$ cat config.mk
export PLATFORM = sky130hd
export DESIGN_NAME = sigmap_seq
export DESIGN_NICKNAME = d
export VERILOG_FILES = /design/src/rtl/sm_pkg.sv /design/src/rtl/sm_step.sv /design/src/rtl/sm_index.sv /design/src/rtl/sigmap_seq.sv
export SDC_FILE = /design/constraint.sdc
export NUM_CORES = 1
export LEC_CHECK = 0
export CORE_MARGIN = 2
export CORE_UTILIZATION = 45
export DETAILED_ROUTE_END_ITERATION = 6
export PLACE_DENSITY = 0.74
export SLEW_MARGIN = 10
export SYNTH_ARGS = -nofsm -noshare
export SYNTH_HDL_FRONTEND = slang
export SYNTH_HIERARCHICAL = 1
export SYNTH_SLANG_ARGS = --single-unit
$ cat constraint.sdc
create_clock -name clk -period 3.7 [get_ports clk]
set_input_delay 1.11 -clock clk [delete_from_list [all_inputs] [get_ports clk]]
set_output_delay 1.11 -clock clk [all_outputs]
set_load 0.02 [all_outputs]
$ cat src/rtl/sm_pkg.sv
package sm_pkg;
   typedef enum logic {
      FLAG_SIG  = 1'b0,
      FLAG_LAST = 1'b1
   } flag_e;
endpackage

$ cat src/rtl/sm_step.sv
module sm_step #(
   parameter int MAXC = 64,
   localparam int PW = $clog2(MAXC),
   localparam int NW = $clog2(MAXC + 1)
) (
   input  logic            en_i,
   input  logic [PW-1:0]   pos_i,
   input  logic            last_i,
   input  logic            val_i,
   input  logic [NW-1:0]   num_i,
   output logic [PW-1:0]   pos_o,
   output logic            last_o,
   output logic            fin_o,
   output logic [MAXC-1:0] set_o
);
   import sm_pkg::*;

   logic [NW-1:0] nxt;
   logic [NW-1:0] tail;
   logic          at_tail;

   assign nxt     = NW'(pos_i) + NW'(1);
   assign tail    = num_i - NW'(1);
   assign at_tail = (nxt == tail);

   always_comb begin
      pos_o  = pos_i;
      last_o = last_i;
      fin_o  = 1'b0;
      set_o  = '0;
      if (en_i) begin
         if (flag_e'(last_i) == FLAG_SIG && val_i) begin
            last_o       = 1'b1;
            set_o[pos_i] = 1'b1;
         end else if (flag_e'(last_i) == FLAG_LAST && val_i) begin
            fin_o = 1'b1;
         end else begin
            pos_o  = nxt[PW-1:0];
            last_o = 1'b0;
            if (at_tail) begin
               fin_o             = 1'b1;
               set_o[nxt[PW-1:0]] = 1'b1;
            end
         end
      end
   end
endmodule

$ cat src/rtl/sm_index.sv
module sm_index #(
   parameter int MAXC = 64,
   localparam int PW = $clog2(MAXC),
   localparam int IW = $clog2(2 * MAXC)
) (
   input  logic [PW-1:0] pos_i,
   input  logic          last_i,
   output logic [IW-1:0] idx_o,
   output logic [IW-1:0] sec_zero_o,
   output logic [IW-1:0] sec_one_o
);
   assign idx_o      = {pos_i, last_i};
   assign sec_zero_o = idx_o + (last_i ? IW'(1) : IW'(2));
   assign sec_one_o  = idx_o + IW'(1);
endmodule

$ cat src/rtl/sigmap_seq.sv
module sigmap_seq #(
   parameter int MAXC  = 64,
   parameter int LANES = 2,
   localparam int PW = $clog2(MAXC),
   localparam int NW = $clog2(MAXC + 1),
   localparam int IW = $clog2(2 * MAXC),
   localparam int CW = $clog2(LANES + 1)
) (
   input  logic            clk,
   input  logic            rst_n,
   input  logic            start_i,
   input  logic [NW-1:0]   num_coeff_i,
   input  logic            bin_valid_i,
   input  logic [CW-1:0]   bin_cnt_i,
   input  logic [LANES-1:0] bin_val_i,
   output logic            bin_ready_o,
   output logic [IW-1:0]   cur_idx_o,
   output logic            cur_last_o,
   output logic [IW-1:0]   sec_idx_zero_o,
   output logic [IW-1:0]   sec_idx_one_o,
   output logic [PW-1:0]   scan_pos_o,
   output logic            done_o,
   output logic [MAXC-1:0] sig_map_o
);
   generate
      if (MAXC < 2) begin : g_bad_maxc
         $error("sigmap_seq: MAXC must be at least 2");
      end
      if (LANES < 1) begin : g_bad_lanes
         $error("sigmap_seq: LANES must be at least 1");
      end
   endgenerate

   logic            busy_q;
   logic [PW-1:0]   pos_q;
   logic            last_q;
   logic [NW-1:0]   num_q;
   logic [MAXC-1:0] map_q;
   logic            done_q;
   logic            beat;

   logic [PW-1:0]   lpos  [0:LANES];
   logic            llast [0:LANES];
   logic            lfin  [0:LANES];
   logic [MAXC-1:0] lset  [0:LANES-1];
   logic [MAXC-1:0] set_all;

   assign beat    = busy_q && bin_valid_i && !start_i;
   assign lpos[0]  = pos_q;
   assign llast[0] = last_q;
   assign lfin[0]  = 1'b0;

   for (genvar k = 0; k < LANES; k++) begin : g_lane
      logic fin_k;
      logic en_k;
      assign en_k = beat && (CW'(k) < bin_cnt_i) && !lfin[k];
      sm_step #(.MAXC(MAXC)) i_step (
         .en_i   (en_k),
         .pos_i  (lpos[k]),
         .last_i (llast[k]),
         .val_i  (bin_val_i[k]),
         .num_i  (num_q),
         .pos_o  (lpos[k+1]),
         .last_o (llast[k+1]),
         .fin_o  (fin_k),
         .set_o  (lset[k])
      );
      assign lfin[k+1] = lfin[k] || fin_k;
   end

   always_comb begin
      set_all = '0;
      for (int k = 0; k < LANES; k++) set_all = set_all | lset[k];
   end

   always_ff @(posedge clk or negedge rst_n) begin
      if (!rst_n) begin
         busy_q <= 1'b0;
         pos_q  <= '0;
         last_q <= 1'b0;
         num_q  <= '0;
         map_q  <= '0;
         done_q <= 1'b0;
      end else if (start_i) begin
         busy_q <= (num_coeff_i > NW'(1));
         pos_q  <= '0;
         last_q <= 1'b0;
         num_q  <= num_coeff_i;
         map_q  <= MAXC'(num_coeff_i == NW'(1));
         done_q <= (num_coeff_i <= NW'(1));
      end else if (beat) begin
         busy_q <= !lfin[LANES];
         pos_q  <= lpos[LANES];
         last_q <= llast[LANES];
         map_q  <= map_q | set_all;
         done_q <= lfin[LANES];
      end else begin
         done_q <= 1'b0;
      end
   end

   sm_index #(.MAXC(MAXC)) i_index (
      .pos_i      (pos_q),
      .last_i     (last_q),
      .idx_o      (cur_idx_o),
      .sec_zero_o (sec_idx_zero_o),
      .sec_one_o  (sec_idx_one_o)
   );

   assign bin_ready_o = busy_q;
   assign cur_last_o  = last_q;
   assign scan_pos_o  = pos_q;
   assign done_o      = done_q;
   assign sig_map_o   = map_q;

   // a lone significance 0 steps the index by two unless it finished the map
   p_sig0_step_r3: assert property (@(posedge clk) disable iff (!rst_n)
      (bin_ready_o && bin_valid_i && !start_i && bin_cnt_i == CW'(1) && !cur_last_o && !bin_val_i[0])
      |=> (done_o || cur_idx_o == $past(cur_idx_o) + IW'(2)));

   // a lone significance 1 moves to the end flag of the same position
   p_sig1_last_r4: assert property (@(posedge clk) disable iff (!rst_n)
      (bin_ready_o && bin_valid_i && !start_i && bin_cnt_i == CW'(1) && !cur_last_o && bin_val_i[0])
      |=> (cur_last_o && $stable(scan_pos_o) && bin_ready_o));

   // completion drops ready
   p_done_idle_r6: assert property (@(posedge clk) disable iff (!rst_n)
      done_o |-> !bin_ready_o);

   // done is a single-cycle pulse
   p_done_pulse_r11: assert property (@(posedge clk) disable iff (!rst_n)
      (done_o && !start_i) |=> !done_o);

   // bitmap holds while idle
   p_map_hold_r11: assert property (@(posedge clk) disable iff (!rst_n)
      (!bin_ready_o && !start_i) |=> $stable(sig_map_o));
endmodule

==> results.ini <==
[yosys]
yosys_warnings = 6
yosysTopAreaCellShare_pct = 30.2
async_flop_share_pct = 100
netlist.top_cell.by_area = dfrtp_1
synth_edf_count = 0
synth-seq-area-share_pct = 30.2
synth-main-ff-cell = dfrtp_1
synthesis.nets = 896
synth.area.top_cells = dfrtp_1 30%, o22ai_1 7.8%, a21oi_1 5.5%, nand3_1 5.4%, nand2_1 4.9%
syn_avg_cell_area_um2 = 7.58
syn_inst = 874
ys_seq_elements = 80
synth_cell_types = 62
syn-cell-area_um2 = 6630

[detailed_routing]
drc_errors = 0
avgRoutedWirePerCell_um = 22.6
vias = 8250
routed_wl_um = 29900
via_per_inst = 6.25
dr.pass1.iters = 5
ant_nets = 0
drtIter0Drc = 1132

[worst_hold_path]
hold_depth = 2
min_to = sig_map_o[30]$_DFFE_PN0P_
min_path_type = register to register
min_from = sig_map_o[30]$_DFFE_PN0P_

[outcome]
violations = setup timing
outcome = finished, violations left

[global_routing]
grt_pass1_vias = 7756
grt_first_pass_wirelength_um = 44800
grt_usage_pct = 36.6
grt_max_degree = 83
overflow = 0
antenna_found_initial = 0

[final_layout]
syn_to_final_growth_pct = 62.4
finish.net_count = 1154
fillCellCount = 1060
final_common_cell = buf_4
final_util_pct = 74.3
drive_gt1_share_pct = 36.1
layout_common_cells = 177 x buf_4, 101 x clkdlybuf4s50_1, 80 x nand2_1, 80 x dfrtp_1
diodes = 0

[clock_network]
cts_tree = done
clk_pin_slew_ns = 0.07
cts_buffers = 9
clock_sinks = 80
cts_root_buf = clkbuf_16
cts_hold_buf = 0
clock_latency_ns = 0.36
h-tree-depth = 3
clk_path_buf_depth = 2

[sta]
drv_slew = 0
final-hold-violation-count = 0
rsz0062_at_grt = yes
final-setup-viol-count = 24
setup_ws_ns = -0.103
worst_slew_pin_slew_ns = 1.02
post-route-min-period_ns = 3.80
tns_ns = -1.03
fin_crit_sh_pct = 103
fin_worst_skew_ns = 0.0144
slew_headroom_pct = 31.7
max_freq_mhz = 263

[critical_path]
rr_startpoint = scan_pos_o[0]$_DFFE_PN0P_
rr_endpoint = sig_map_o[9]$_DFFE_PN0P_
crit_buf_inv = 5
crit_path_start = bin_valid_i
ff2ff_path_depth = 16
slowest_delay_ns = 0.55
end_kind = register
r2r_slack_ns = 0
crit_top_cell = buf_6
startpoint_type = input pin
crit_type = input pin to register
cp_cell_sequence = buf_8, nand2_4, nor3_4, buf_6, nor2b_1, nand2_1, xnor2_1, buf_4, nand3b_1, or4_4, o221ai_4, buf_6, nand3_4, buf_6, o32ai_4, o21ai_2, a21oi_2
path_max_fanout = 8
crit_slowest_cell = or4_4
worstPathRequired_ns = 3.97
cp_top_family = simple AND/OR/NAND/NOR gates
cp_data_arrival_time_ns = 4.07

[floorplanning]
die_y_um = 125
die-area_um2 = 15700
die_w_um = 125
core_um2 = 14500
ios = 109
start_util_pct = 45.8
num_rows = 44

[flow_run]
cap_violations = 0

[place]
port-buffer-count = 107
place.gp.congestion = 0.991
dp_hpwl_um = 21400

[power_and_ir_drop]
leakage_uw = 0.00386
p_per_area_nw_per_um2 = 238
peakVddDrop_mv = 0.222

==> worst reg2reg max path, delay by kind of cell, from the launching register on <==
family,cells,cell delay [ns]
simple gates,7,1.26
compound gates,4,0.68
buf+inv,3,0.55
xor+xnor,1,0.52
flops,1,0.36
fa+ha+maj,1,0.24
==> synthesized netlist by cell type, drive strengths merged (5+ instances only) <==
cell     number
buf          36
inv          73
o2bb2ai       5
nor2         32
a21oi        73
nand4         6
or3          14
mux2          9
dfrtp        80
nor2b        16
and2          6
nand2        87
and3          6
nor4         12
ha            7
o22ai        85
or2           9
nand2b       13
o32ai        16
xnor2        31
o21ai        90
nor3         16
clkbuf       28
xor2         19
nand3        74
==> timing repair <==
item,in CTS,in global routing
resized for setup,121,114
pin swaps,65,90
gates cloned,3,0
buffers inserted,21,16
setup endpoints to repair,69,67
==> logic make-up after synthesis <==
kind of cell / Yosys count / synth area share [%]
AOI/OAI and AO/OA: 281 / 25.3
DFF: 80 / 30.2
buffers and inverters: 137 / 9.44
xor gates and xnor gates: 53 / 7.66
muxes: 9 / 1.53
and+or+nand+nor: 306 / 24.5
adders and majority gates: 7 / 1.32
other: 1 / 0.0566
==> final cells by class <==
class | instances | area (µm²) | area share (%)
multi-input combinational | 657 | 5110 | 47.5
timing repair buffer | 311 | 2800 | 26.0
sequential | 80 | 2000 | 18.6
inverter | 73 | 274 | 2.55
clock buffer | 10 | 239 | 2.22
tap | 184 | 230 | 2.14
clock inverter | 6 | 115 | 1.07
==> worst max path at each step <==
| stage | slack [ns] | endpoint | cells past startpoint |
|---|---|---|---|
| after floorplan | -0.07 | sig_map_o[0]$_DFFE_PN0P_ | 15 |
| after global placement | -0.84 | sig_map_o[61]$_DFFE_PN0P_ | 17 |
| after detailed placement | -0.85 | sig_map_o[26]$_DFFE_PN0P_ | 16 |
| after CTS | -0.12 | sig_map_o[20]$_DFFE_PN0P_ | 18 |
| after global routing | -0.19 | sig_map_o[0]$_DFFE_PN0P_ | 20 |
| final | -0.10 | sig_map_o[54]$_DFFE_PN0P_ | 17 |
==> registers in the layout, indices dropped and copies added, names as in the netlist <==
register and count:
num_q 7, sig_map_o 64, scan_pos_o 6, bin_ready_o 1
done_o 1, cur_last_o 1
==> per-layer routing <==
| layer | vias to the layer above | GRT usage, % | wire [µm] |
|---|---|---|---|
| met1 | 4032 | 52.0 | 12600 |
| met5 | - | 0 | 0 |
| met4 | 0 | 9.67 | 845 |
| li1 | 3650 | - | - |
| met3 | 72 | 8.43 | 3250 |
| met2 | 496 | 56.5 | 13100 |
==> through the flow <==
stage	setup slack (ns)	power (µW)	cell area [µm²]	std cells	hold slack, ns
floorplan	-0.0748	1170	6940	874	0.555
CTS	-0.117	2530	10200	1311	0.515
finish	-0.103	2560	10800	1321	0.509
global placement	-0.842	1370	9180	1277	0.499
global route	-0.191	2630	10800	1321	0.535
detailed placement	-0.854	1380	9180	1277	0.506
==> power breakdown <==
part | total [µW] | switching, µW | internal, µW
Combinational | 578 | 337 | 241
Clock | 1090 | 406 | 682
Sequential | 895 | 10.8 | 884
Note: power is estimated with default switching activity, not from simulation.
